===== config.mk =====
export PLATFORM = sky130hd
export DESIGN_NAME = rom_fetch_arbiter
export DESIGN_NICKNAME = d
export VERILOG_FILES = /design/src/rtl/rfa_pkg.sv /design/src/rtl/rfa_fetch_ctl.sv /design/src/rtl/rfa_port_mux.sv /design/src/rtl/rfa_fifo.sv /design/src/rtl/rom_fetch_arbiter.sv
export SDC_FILE = /design/constraint.sdc
export NUM_CORES = 1
export LEC_CHECK = 0
export ABC_AREA = 1
export BUFFER_PORTS_ARGS = -buffer_cell sky130_fd_sc_hd__clkbuf_2
export CORE_MARGIN = 2
export CORE_UTILIZATION = 45
export CTS_CLUSTER_SIZE = 24
export DETAILED_ROUTE_END_ITERATION = 6
export PLACE_DENSITY = 0.66
export SYNTH_ARGS = -nofsm -noshare
export SYNTH_HDL_FRONTEND = slang
export SYNTH_HIERARCHICAL = 1
export SYNTH_SLANG_ARGS = --single-unit

===== constraint.sdc =====
create_clock -name clk -period 6.4 [get_ports clk]
set_input_delay 0.64 -clock clk [delete_from_list [all_inputs] [get_ports clk]]
set_output_delay 0.64 -clock clk [all_outputs]
set_load 0.02 [all_outputs]

===== src/rtl/rfa_pkg.sv =====
package rfa_pkg;
  typedef enum logic {OWN_HOST = 1'b0, OWN_CORE = 1'b1} owner_e;
endpackage


===== src/rtl/rfa_fetch_ctl.sv =====
module rfa_fetch_ctl #(
  parameter int ADDR_W = 16
) (
  input  logic              clk,
  input  logic              rst,
  input  logic              arm,
  input  logic              abort,
  input  logic [ADDR_W-1:0] start_addr,
  input  logic              issue,
  output logic              active,
  output logic [ADDR_W-1:0] fetch_addr
);
  always_ff @(posedge clk) begin
    if (rst) begin
      active     <= 1'b0;
      fetch_addr <= '0;
    end else if (abort) begin
      active <= 1'b0;
    end else if (arm) begin
      active     <= 1'b1;
      fetch_addr <= start_addr;
    end else if (issue) begin
      fetch_addr <= fetch_addr + 1'b1;
    end
  end
endmodule


===== src/rtl/rfa_port_mux.sv =====
module rfa_port_mux
  import rfa_pkg::*;
#(
  parameter int ADDR_W = 16,
  parameter int DATA_W = 8
) (
  input  logic              clk,
  input  logic              rst,
  input  logic              host_req,
  input  logic [ADDR_W-1:0] host_addr,
  input  logic              core_want,
  input  logic [ADDR_W-1:0] fetch_addr,
  input  logic [DATA_W-1:0] rom_data,
  output logic              core_issue,
  output logic              core_ret,
  output logic              rom_rd,
  output logic [ADDR_W-1:0] rom_addr,
  output logic              host_valid,
  output logic [DATA_W-1:0] host_data
);
  owner_e owner_q;

  // host strobe always takes the slot; core only fills idle ones
  assign core_issue = core_want && !host_req;
  assign core_ret   = rom_rd && (owner_q == OWN_CORE);

  always_ff @(posedge clk) begin
    if (rst) begin
      rom_rd     <= 1'b0;
      rom_addr   <= '0;
      owner_q    <= OWN_HOST;
      host_valid <= 1'b0;
      host_data  <= '0;
    end else begin
      rom_rd     <= host_req || core_issue;
      rom_addr   <= host_req ? host_addr : fetch_addr;
      owner_q    <= host_req ? OWN_HOST : OWN_CORE;
      host_valid <= rom_rd && (owner_q == OWN_HOST);
      if (rom_rd && (owner_q == OWN_HOST)) host_data <= rom_data;
    end
  end
endmodule


===== src/rtl/rfa_fifo.sv =====
module rfa_fifo #(
  parameter int DATA_W = 8,
  parameter int DEPTH  = 8,
  localparam int PTR_W = (DEPTH > 1) ? $clog2(DEPTH) : 1,
  localparam int CNT_W = $clog2(DEPTH + 1)
) (
  input  logic              clk,
  input  logic              rst,
  input  logic              clear,
  input  logic              push,
  input  logic [DATA_W-1:0] wdata,
  input  logic              pop,
  output logic [DATA_W-1:0] rdata,
  output logic [CNT_W-1:0]  count,
  output logic              empty
);
  logic [DATA_W-1:0] mem [DEPTH];
  logic [PTR_W-1:0]  wr_ptr, rd_ptr;
  logic              pop_ok, push_ok;

  assign empty   = (count == '0);
  assign pop_ok  = pop && !empty;
  assign push_ok = push && ((count != CNT_W'(DEPTH)) || pop_ok);
  assign rdata   = mem[rd_ptr];

  function automatic logic [PTR_W-1:0] nxt(input logic [PTR_W-1:0] p);
    return (p == PTR_W'(DEPTH - 1)) ? '0 : p + 1'b1;
  endfunction

  always_ff @(posedge clk) begin
    if (push_ok && !clear) mem[wr_ptr] <= wdata;
  end

  always_ff @(posedge clk) begin
    if (rst || clear) begin
      wr_ptr <= '0;
      rd_ptr <= '0;
      count  <= '0;
    end else begin
      if (push_ok) wr_ptr <= nxt(wr_ptr);
      if (pop_ok)  rd_ptr <= nxt(rd_ptr);
      if (push_ok && !pop_ok)      count <= count + 1'b1;
      else if (pop_ok && !push_ok) count <= count - 1'b1;
    end
  end
endmodule


===== src/rtl/rom_fetch_arbiter.sv =====
module rom_fetch_arbiter #(
  parameter int ADDR_W = 16,
  parameter int DATA_W = 8,
  parameter int DEPTH  = 8,
  localparam int CNT_W = $clog2(DEPTH + 1)
) (
  input  logic              clk,
  input  logic              rst,
  input  logic              host_req,
  input  logic [ADDR_W-1:0] host_addr,
  output logic [DATA_W-1:0] host_data,
  output logic              host_valid,
  output logic              rom_rd,
  output logic [ADDR_W-1:0] rom_addr,
  input  logic [DATA_W-1:0] rom_data,
  input  logic              arm,
  input  logic [ADDR_W-1:0] start_addr,
  input  logic              abort,
  input  logic              fifo_rd,
  output logic [DATA_W-1:0] fifo_data,
  output logic              fifo_empty,
  output logic [CNT_W-1:0]  fifo_count
);
  logic              active, core_want, core_issue, core_ret, push;
  logic [ADDR_W-1:0] fetch_addr;
  logic [CNT_W:0]    reserved;

  // occupancy plus the one read that may be in flight
  assign reserved  = {1'b0, fifo_count} + (CNT_W+1)'(core_ret);
  assign core_want = active && !arm && !abort && (reserved < (CNT_W+1)'(DEPTH));
  assign push      = core_ret && !arm && !abort;

  rfa_fetch_ctl #(.ADDR_W(ADDR_W)) u_ctl (
    .clk(clk), .rst(rst), .arm(arm), .abort(abort), .start_addr(start_addr),
    .issue(core_issue), .active(active), .fetch_addr(fetch_addr)
  );

  rfa_port_mux #(.ADDR_W(ADDR_W), .DATA_W(DATA_W)) u_mux (
    .clk(clk), .rst(rst), .host_req(host_req), .host_addr(host_addr),
    .core_want(core_want), .fetch_addr(fetch_addr), .rom_data(rom_data),
    .core_issue(core_issue), .core_ret(core_ret), .rom_rd(rom_rd),
    .rom_addr(rom_addr), .host_valid(host_valid), .host_data(host_data)
  );

  rfa_fifo #(.DATA_W(DATA_W), .DEPTH(DEPTH)) u_fifo (
    .clk(clk), .rst(rst), .clear(arm || abort), .push(push), .wdata(rom_data),
    .pop(fifo_rd), .rdata(fifo_data), .count(fifo_count), .empty(fifo_empty)
  );
endmodule


==> results.tsv <==
stage	metric	value	unit
outcome	status	finished, final reports clean	
floorplan	coreArea	12000	um^2
sta	fmax	350	MHz
cts	clk_pin_slew	0.06	ns
global_route	grt_max_degree	34	
detailed_routing	wl_per_cell	14.2	um
cts	numCtsBuffers	17	
synthesis	async_reset_ff_share	0	%
sta	fin_crit_sh	44.6	%
sta	slew_violations	0	
cts	clock_latency	0.41	ns
cells_and_area	diodes	0	
synthesis	syn_area_per_cell	8.38	um^2
synthesis	synth_area_leaders	edfxtp_1 (35%), dfxtp_1 (21%), nor2_1 (12%)	
worst_setup_path	crit_type	flip-flop to output pin	
floorplan	die-area	13200	um^2
detailed_routing	drt-vias-per-instance	5.08	
synthesis	netlist_instances	660	
global_route	grt_util_all_layers	20.1	%
cts	clock-root-buffer	clkbuf_16	
sta	slew_headroom	52.6	%
floorplan	fp.dieW	115	um
worst_setup_path	cp.arrival	2.22	ns
global_route	grt_pass1_vias	4313	
global_route	grt_pass1_wl	20500	um
cts	cts_sinks	121	
synthesis	synth_xor_area_share	0.158	%
floorplan	start_util	46.1	%
sta	finClkSkew	0.00896	ns
synthesis	ys_warn_count	6	
worst_hold_path	worstHoldPathType	input port to flip-flop	
synthesis	synthSimpleGateAreaFrac	26.7	%
synthesis	synth_seq_area_share	55.3	%
cts	cts_tree	built	
worst_setup_path	required	5.76	ns
cts	ctsHoldBuffers	0	
cts	clk_path_buf_depth	2	
worst_setup_path	crit_path_top_delay_cell	dfxtp_1	
floorplan	rows	40	
cells_and_area	finalNetCount	795	
cells_and_area	syn2layout_area_growth	18.3	%
synthesis	synth_mux_area_share	0	%
synthesis	synth.net_count	715	
sta	tightest_slew	0.710	ns
synthesis	synth.distinct_cells	35	
synthesis	synth_compound_area_share	8.70	%
synthesis	yosysTopAreaCell	edfxtp_1	
sta	rsz0062_at_grt	no	
worst_setup_path	start_kind	flip-flop	
cells_and_area	drive_gt1_share	18.7	%
synthesis	synthAdderAreaFrac	2.17	%
detailed_routing	drc	0	
synthesis	synth_ff_type	edfxtp_1	
sta	finalSetupViolations	0	
worst_setup_path	crit_chain	inv_2 -> nor2_1 -> o21ai_0 -> nand2_1 -> nand2_1 -> nand2_1 -> clkbuf_2	
synthesis	synth_area	5530	um^2
sta	fin_crit	2.86	ns
power_and_ir_drop	p_per_area	285	nW/um^2
worst_setup_path	path_common_cell	nand2_1	
power_and_ir_drop	cellLeakagePower	2.77	nW
cells_and_area	finalInstanceArea	6550	um^2
place	dpl.hpwl	8700	um
detailed_routing	drt_iter0_markers	325	
detailed_routing	ant_nets	0	
detailed_routing	routed_wl	12800	um
worst_setup_path	critPathMaxStageDelay	0.77	ns
worst_setup_path	crit_path_end_kind	output pin	
detailed_routing	vias	4576	
sta	hold_violations	0	
global_route	antenna_found_initial	0	
worst_setup_path	path_max_fanout	17	
cells_and_area	n_fill_cell	1097	
cts	cts_max_level	4	
place	port_buffers	84	
floorplan	chipHeight	115	um
worst_setup_path	reg2reg_slack	3.97	ns
synthesis	synth_top_family_by_area	simple AND/OR/NAND/NOR gates	
sta	hold_ws	0.453	ns
flow_run	cap_viol_max_count	0	
synthesis	synth_edf_count	64	
floorplan	ios	85	
power_and_ir_drop	vdd_drop_max	0.000162	V
cells_and_area	utilization	54.5	%
synthesis	synth_top_area_share	34.7	%
cts	post_cts_resized	0	
detailed_routing	drtPass1Iterations	5	
sta	setup-tns-final	0	ns
synthesis	ys_ff_latch	121	
global_route	grt-ovfl-total	0	
cts	postCtsSetupRepairBufs	0	
place	gp_congestion	0.873	
place	postPlaceCellArea	5970	um^2
==> routing by layer <==
metal  GRT usage, %  up-vias  wire length (um)
met4           8.51        0               246
met1           26.5     2103              5770
li1               -     2310                 -
met3           5.38       25               686
met5              0        -                 0
met2           31.5      138              6050
==> cells by family (layout without fill, tap and decap cells) <==
group	after synthesis	after routing
and+or+nand+nor	360	360
DFF	121	121
AOI/OAI and AO/OA	91	91
buffers and inverters	78	171
adders and majority gates	9	9
xor gates and xnor gates	1	1
==> placed cells by master (no fill, tap or decap), drive strengths merged <==
master	n
buf	1
inv	56
edfxtp	64
clkinv	9
a21oi	20
xor2	1
clkbuf	101
nor2	184
dfxtp	57
o21ai	64
nand3	34
nand2	133
a311oi	1
nor3	2
o31ai	1
or2	3
fa	1
a22o	2
clkinvlp	2
bufinv	2
nand3b	2
ha	8
a31oi	2
a22oi	1
nand4	2
==> critical path, delay by kind of cell, from the launching register on <==
family                 cells  cell delay (ns)
AO/OA/AOI/OAI              1             0.09
buffers and inverters      2             0.49
flip-flops                 1             0.77
AND/OR/NAND/NOR            4             0.45
==> cells in the mapped netlist, types with 2 or more instances <==
cell type,n
a21oi_1,18
nor2_1,170
o21ai_0,39
nand2_1,132
nand3b_1,2
inv_4,2
a31oi_1,2
buf_2,8
nor2_2,10
edfxtp_1,64
nand4_1,2
buf_4,5
dfxtp_1,57
nand3_1,33
inv_2,6
ha_1,8
clkbuf_2,2
inv_1,45
a21oi_2,2
a22o_1,2
or2_2,2
buf_6,7
nor2_4,4
nor3_1,2
clkbuf_1,2
o21ai_1,25
==> report_power, final <==
| part | switching, W | internal [W] | total, W |
|---|---|---|---|
| clock network | 0.000348 | 0.000572 | 0.000920 |
| registers | 0.0000129 | 0.000832 | 0.000845 |
| logic | 0.0000681 | 0.0000362 | 0.000104 |
==> stage by stage <==
| stage | total power [W] | setup slack [ns] | std cells |
|---|---|---|---|
| 2_1_floorplan | 0.000924 | 4.19 | 660 |
| 3_3_place_gp | 0.000964 | 3.74 | 868 |
| 3_5_place_dp | 0.000966 | 3.65 | 868 |
| 4_1_cts | 0.00188 | 3.53 | 900 |
| 5_1_grt | 0.00193 | 3.34 | 900 |
| 6_report | 0.00187 | 3.54 | 900 |
==> sequential cells by signal (all words and copies together) (netlist names), named ones only <==
register,cells
u_mux/rom_rd,1
u_mux/rom_addr,16
u_fifo/count,4
u_fifo/mem,64
u_mux/host_valid,1
u_ctl/active,1
u_mux/host_data,8
u_fifo/rd_ptr,3
u_fifo/wr_ptr,3
u_mux/owner_q,1
u_ctl/fetch_addr,16
==> layout make-up <==
type | count | area (um^2) | area share, %
Clock buffer | 17 | 425 | 6.50
Clock inverter | 15 | 151 | 2.31
Inverter | 54 | 208 | 3.17
Multi-Input combinational cell | 461 | 2090 | 31.9
Sequential cell | 121 | 3060 | 46.8
Tap cell | 147 | 184 | 2.81
Timing Repair Buffer | 85 | 428 | 6.53
==> path summary, 6_finish.rpt <==
| check | startpoint | to | depth (start not counted) |
|---|---|---|---|
| max | flip-flop | fifo_data[2] | 7 |
| min | host_addr[1] | u_mux/rom_addr[1] | 3 |
| max reg2reg | u_mux/rom_rd | u_fifo/count[3] | 14 |
| min reg2reg | u_mux/host_data[6] | u_mux/host_data[6] | 2 |
Note: power is estimated with default switching activity, not from simulation.
